[config.mk]
export PLATFORM = sky130hd
export DESIGN_NAME = seg_ram_dbuf
export DESIGN_NICKNAME = d
export VERILOG_FILES = /design/src/rtl/seg_ram_pkg.sv /design/src/rtl/seg_ram_front.sv /design/src/rtl/seg_ram_back.sv /design/src/rtl/seg_upd_ctrl.sv /design/src/rtl/seg_ram_dbuf.sv
export SDC_FILE = /design/constraint.sdc
export NUM_CORES = 1
export LEC_CHECK = 0
export BUFFER_PORTS_ARGS = -buffer_cell sky130_fd_sc_hd__buf_4
export CORE_UTILIZATION = 40
export DETAILED_ROUTE_END_ITERATION = 12
export PLACE_DENSITY = 0.55
export SETUP_SLACK_MARGIN = 0.4
export SYNTH_ARGS = -nofsm -noshare
export SYNTH_HDL_FRONTEND = slang
export SYNTH_HIERARCHICAL = 1
export SYNTH_SLANG_ARGS = --single-unit
[constraint.sdc]
create_clock -name clk_i -period 2.1 [get_ports clk_i]
set_input_delay 0.42 -clock clk_i [delete_from_list [all_inputs] [get_ports clk_i]]
set_output_delay 0.42 -clock clk_i [all_outputs]
set_load 0.02 [all_outputs]
[src/rtl/seg_ram_pkg.sv]
package seg_ram_pkg;
  localparam int STAT_REQ_BIT  = 2;
  localparam int STAT_DONE_BIT = 3;
endpackage

[src/rtl/seg_ram_front.sv]
module seg_ram_front #(
  parameter int NUM_WORDS = 8,
  parameter int DATA_W    = 32,
  parameter int ADDR_W    = 3
) (
  input  logic                        clk_i,
  input  logic                        rst_ni,
  input  logic                        we_i,
  input  logic                        lock_i,
  input  logic [ADDR_W-1:0]           waddr_i,
  input  logic [DATA_W-1:0]           wdata_i,
  input  logic [ADDR_W-1:0]           raddr_i,
  output logic [DATA_W-1:0]           rdata_o,
  output logic [NUM_WORDS*DATA_W-1:0] words_o
);
  logic wr_en;
  assign wr_en = we_i & ~lock_i;

  for (genvar i = 0; i < NUM_WORDS; i++) begin : g_word
    always_ff @(posedge clk_i or negedge rst_ni) begin
      if (!rst_ni)
        words_o[i*DATA_W +: DATA_W] <= '0;
      else if (wr_en && (int'(waddr_i) == i))
        words_o[i*DATA_W +: DATA_W] <= wdata_i;
    end
  end

  always_comb begin
    rdata_o = '0;
    for (int j = 0; j < NUM_WORDS; j++)
      if (int'(raddr_i) == j) rdata_o = words_o[j*DATA_W +: DATA_W];
  end
endmodule

[src/rtl/seg_ram_back.sv]
module seg_ram_back #(
  parameter int NUM_WORDS = 8,
  parameter int DATA_W    = 32,
  parameter int ADDR_W    = 3
) (
  input  logic                        clk_i,
  input  logic                        rst_ni,
  input  logic                        copy_i,
  input  logic [NUM_WORDS*DATA_W-1:0] src_i,
  input  logic [ADDR_W-1:0]           raddr_i,
  output logic [DATA_W-1:0]           rdata_o,
  output logic [NUM_WORDS*DATA_W-1:0] words_o
);
  for (genvar i = 0; i < NUM_WORDS; i++) begin : g_word
    always_ff @(posedge clk_i or negedge rst_ni) begin
      if (!rst_ni)
        words_o[i*DATA_W +: DATA_W] <= '0;
      else if (copy_i)
        words_o[i*DATA_W +: DATA_W] <= src_i[i*DATA_W +: DATA_W];
    end
  end

  always_comb begin
    rdata_o = '0;
    for (int j = 0; j < NUM_WORDS; j++)
      if (int'(raddr_i) == j) rdata_o = words_o[j*DATA_W +: DATA_W];
  end
endmodule

[src/rtl/seg_upd_ctrl.sv]
module seg_upd_ctrl (
  input  logic clk_i,
  input  logic rst_ni,
  input  logic req_set_i,
  input  logic done_clr_i,
  input  logic frame_start_i,
  output logic req_o,
  output logic done_o,
  output logic copy_o
);
  // copy only on a tick seen after the request is already registered
  assign copy_o = req_o & frame_start_i;

  always_ff @(posedge clk_i or negedge rst_ni) begin
    if (!rst_ni) begin
      req_o  <= 1'b0;
      done_o <= 1'b0;
    end else begin
      if (copy_o)         req_o <= 1'b0;
      else if (req_set_i) req_o <= 1'b1;
      if (copy_o)          done_o <= 1'b1;
      else if (done_clr_i) done_o <= 1'b0;
    end
  end
endmodule

[src/rtl/seg_ram_dbuf.sv]
module seg_ram_dbuf #(
  parameter int NUM_COM       = 4,
  parameter int WORDS_PER_COM = 2,
  parameter int DATA_W        = 32,
  localparam int NUM_WORDS    = NUM_COM * WORDS_PER_COM,
  localparam int ADDR_W       = (NUM_WORDS > 1) ? $clog2(NUM_WORDS) : 1
) (
  input  logic              clk_i,
  input  logic              rst_ni,
  input  logic              ram_we_i,
  input  logic [ADDR_W-1:0] ram_waddr_i,
  input  logic [DATA_W-1:0] ram_wdata_i,
  input  logic [ADDR_W-1:0] ram_raddr_i,
  output logic [DATA_W-1:0] ram_rdata_o,
  input  logic              stat_we_i,
  input  logic [DATA_W-1:0] stat_wdata_i,
  output logic [DATA_W-1:0] stat_o,
  input  logic              frame_start_i,
  input  logic [ADDR_W-1:0] scan_addr_i,
  output logic [DATA_W-1:0] scan_data_o
);
  import seg_ram_pkg::*;

  logic [NUM_WORDS*DATA_W-1:0] front_words;
  logic [NUM_WORDS*DATA_W-1:0] back_words;
  logic req_set, done_clr, req_q, done_q, copy;
  logic stat_unused;

  assign req_set     = stat_we_i & stat_wdata_i[STAT_REQ_BIT];
  assign done_clr    = stat_we_i & stat_wdata_i[STAT_DONE_BIT];
  assign stat_unused = ^{stat_wdata_i[DATA_W-1:STAT_DONE_BIT+1], stat_wdata_i[STAT_REQ_BIT-1:0]};

  always_comb begin
    stat_o                = '0;
    stat_o[STAT_REQ_BIT]  = req_q;
    stat_o[STAT_DONE_BIT] = done_q;
  end

  seg_upd_ctrl u_ctrl (
    .clk_i         (clk_i),
    .rst_ni        (rst_ni),
    .req_set_i     (req_set),
    .done_clr_i    (done_clr),
    .frame_start_i (frame_start_i),
    .req_o         (req_q),
    .done_o        (done_q),
    .copy_o        (copy)
  );

  seg_ram_front #(.NUM_WORDS(NUM_WORDS), .DATA_W(DATA_W), .ADDR_W(ADDR_W)) u_front (
    .clk_i   (clk_i),
    .rst_ni  (rst_ni),
    .we_i    (ram_we_i),
    .lock_i  (req_q),
    .waddr_i (ram_waddr_i),
    .wdata_i (ram_wdata_i),
    .raddr_i (ram_raddr_i),
    .rdata_o (ram_rdata_o),
    .words_o (front_words)
  );

  seg_ram_back #(.NUM_WORDS(NUM_WORDS), .DATA_W(DATA_W), .ADDR_W(ADDR_W)) u_back (
    .clk_i   (clk_i),
    .rst_ni  (rst_ni),
    .copy_i  (copy),
    .src_i   (front_words),
    .raddr_i (scan_addr_i),
    .rdata_o (scan_data_o),
    .words_o (back_words)
  );
endmodule

==> flow_metrics.py <==
metrics = {
    "global_routing": {
        "grt_max_degree": 75,
        "globalRouteOverflowTotal": 0,
        "grt_first_pass_wirelength_um": 120000,
        "grt_usage": 0.254,
        "grt_antenna_before_repair": 1,
        "grt_pass1_vias": 18400,
    },
    "setup_path": {
        "start_kind": "flop",
        "reg2reg_slack_ns": 0.22,
        "worstPathRequired_ns": 1.68,
        "crit_path_max_fanout": 2,
        "worstPathArrival_ns": 1.91,
        "r2r_start": "u_ctrl/req_o",
        "path_class": "flop to output port",
        "rr_worst_depth": 6,
        "timing.rr.end": "u_front/words_o[145]",
        "end_kind": "output port",
    },
    "synthesis": {
        "ys_seq_elements": 514,
        "synth.top_cell.area_share": 0.518,
        "ys_seq_area_frac": 0.518,
        "synth.distinct_cells": 40,
        "synth_area_um2": 24800,
        "yosysTopAreaCell": "dfrtp_1",
        "postSynthAreaPerCell_um2": 12.6,
        "syn_inst": 1967,
        "yosys-top-cells-area": "dfrtp_1 (52%), mux2_2 (22%), mux2i_1 (3.9%)",
        "ys_warn_count": 6,
    },
    "clocking": {
        "htree_levels": 2,
        "cts_root_buf": "clkbuf_16",
        "clock-sinks": 514,
        "cts_buffers": 56,
        "cts_tree": "yes",
        "clkLatencyLatePin_ns": 0.60,
        "clk_path_buf_depth": 3,
        "clk_pin_slew_ns": 0.06,
    },
    "timing": {
        "fmax_mhz": 429,
        "whs_ns": 0.0932,
        "hold_viol": 0,
        "finalMaxSlewViolations": 0,
        "worst_slack_ns": -0.228,
        "rsz0062_at_grt": "true",
        "fin_crit_ns": 2.33,
        "relSlewSlack": 0.650,
        "fin_skew_ns": 0.0126,
        "setup_viol": 52,
        "post-route-period-util": 1.11,
        "worstMarginPinSlew_ns": 0.523,
    },
    "place": {
        "dp_hpwl_um": 42500,
        "portBuffers": 113,
        "post-place-cells": 2861,
        "routabilityCongestion": 0.789,
    },
    "die": {
        "rows": 90,
        "die_y_um": 251,
        "initial_core_util": 0.408,
        "fp.dieW_um": 251,
        "core_um2": 60800,
        "dieArea_um2": 63000,
        "io_pins": 174,
    },
    "route": {
        "vias_per_cell": 5.65,
        "drtAntennaViolNets": 0,
        "drt_first_pass_iters": 8,
        "wl_um": 82800,
        "post_drt_wl_per_cell_um": 26.2,
        "vias": 17800,
        "drtIter0Drc": 1386,
        "drc": 0,
    },
    "min_path": {
        "min_from": "ram_wdata_i[1]",
        "min_delay_path_depth": 3,
        "hold_end": "u_front/words_o[161]",
        "min_path_type": "input pin to flop",
    },
    "run": {
        "maxCapViolations": 0,
    },
    "finish": {
        "area_growth_pct": 38.1,
        "final_nets": 2408,
        "final_cells": 3156,
        "final_core_util": 0.564,
        "drive_gt1_frac": 0.531,
        "num_antenna_cells": 0,
    },
    "power_and_ir_drop": {
        "irDropWorstVdd_v": 0.000709,
        "p_leak_nw": 15.6,
        "total_power_w": 0.0362,
        "pwr_density_cell_nw_per_um2": 1060,
    },
    "outcome": {
        "violations": "negative setup slack",
        "status": "finished, violations left",
    },
}
==> critical path: stages (launching register included) <==
cell and delay [ns]:
dfrtp_1 0.40, a221oi_2 0.30, a21oi_1 0.11, o31a_1 0.33
buf_6 0.16
==> cells in the mapped netlist <==
cell / instances
nand3b_2: 2
mux2_2: 491
nand2b_1: 34
nand2_1: 145
clkbuf_1: 36
a221oi_1: 12
mux2_4: 16
buf_6: 16
nand3b_4: 1
o211ai_1: 38
conb_1: 1
mux2_1: 11
and3_1: 1
o211a_1: 26
and2_4: 1
clkbuf_2: 1
o22a_1: 6
or2_2: 27
a22oi_1: 52
a21o_1: 7
nor2_2: 2
and2_1: 3
a221oi_2: 20
buf_2: 67
buf_4: 56
nand3_1: 6
dfrtp_1: 514
inv_1: 28
buf_1: 10
nor2b_1: 3
nor2b_4: 1
o31a_1: 26
nor3b_4: 3
nor2_1: 19
o21ai_0: 96
a21oi_1: 84
and3_2: 1
mux2i_1: 97
nand2_2: 1
o221a_2: 6
==> state kept, by name, summed over array words and instances (netlist names) <==
name / flops
u_back/words_o: 256
u_front/words_o: 256
u_ctrl/done_o: 1
u_ctrl/req_o: 1
==> final cells by class <==
type / instances / area, µm²
timing repair buffer: 462 / 6190
multi-input combinational: 1268 / 12300
clock inverter: 16 / 161
inverter: 28 / 105
sequential: 514 / 12900
tap: 782 / 978
clock buffer: 86 / 1660
fill: 4869 / 26500
==> cells by family (layout without fill, tap and decap cells) <==
kind of cell	after synthesis	in the layout	share of synthesized area
other cells	1	30	0.000151
flops	514	514	0.518
compound gates	373	373	0.107
simple gates	250	250	0.0491
buf+inv	214	592	0.0491
mux	615	615	0.277
==> how the worst max path moves through the flow <==
| stage | startpoint | end | slack [ns] | depth (start not counted) |
|---|---|---|---|---|
| after floorplan | scan_addr_i[1] | scan_data_o[10] | 0.14 | 7 |
| after global routing | u_front/words_o[170] | ram_rdata_o[10] | -0.28 | 5 |
| after detailed placement | scan_addr_i[2] | scan_data_o[28] | -0.24 | 7 |
| after CTS | u_back/words_o[66] | scan_data_o[2] | -0.21 | 5 |
| final | u_back/words_o[156] | scan_data_o[28] | -0.23 | 4 |
| after global placement | scan_addr_i[1] | scan_data_o[3] | -0.23 | 7 |
==> where the power goes <==
group | internal, W | switching [W]
Clock | 0.00576 | 0.00408
Combinational | 0.00644 | 0.00412
Sequential | 0.0134 | 0.00238
Total | 0.0256 | 0.0106
==> per-stage QoR <==
step / area (µm²) / setup TNS (ns) / worst slack (ns)
after floorplan: 25200 / 0 / 0.143
after global routing: 34300 / -9.45 / -0.281
after CTS: 32900 / -6.58 / -0.210
after global placement: 27700 / -8.17 / -0.227
final: 34300 / -5.12 / -0.228
after detailed placement: 27700 / -8.44 / -0.242
==> metal layers <==
| layer | track usage | vias up | part of all wire |
|---|---|---|---|
| li1 | - | 7806 | - |
| met1 | 0.363 | 9430 | 0.46 |
| met2 | 0.407 | 490 | 0.47 |
| met3 | 0.0337 | 111 | 0.053 |
| met4 | 0.0643 | 2 | 0.022 |
| met5 | 0 | - | 0.00013 |
==> layout by cell type, fill, tap and decap left out, drive strengths merged, types with 29 or more instances in the layout <==
cell and instances:
buf 445, dfrtp 514, mux2 518, o21ai 96
a221oi 32, inv 29, conb 30, a21oi 84
mux2i 97, clkbuf 100, o211ai 38, nand2 146
a22oi 52, nand2b 34
==> what timing repair did <==
| action | CTS | global route |
|---|---|---|
| endpoints found under the hold margin | 29 | 0 |
| hold buffers | 2 | 0 |
| gates cloned | 40 | 16 |
| pin swaps | 111 | 73 |
| gates resized for setup | 379 | 217 |
| buffers inserted | 106 | 29 |
| endpoints found under the setup margin | 420 | 502 |
Note: power is estimated with default switching activity, not from simulation.
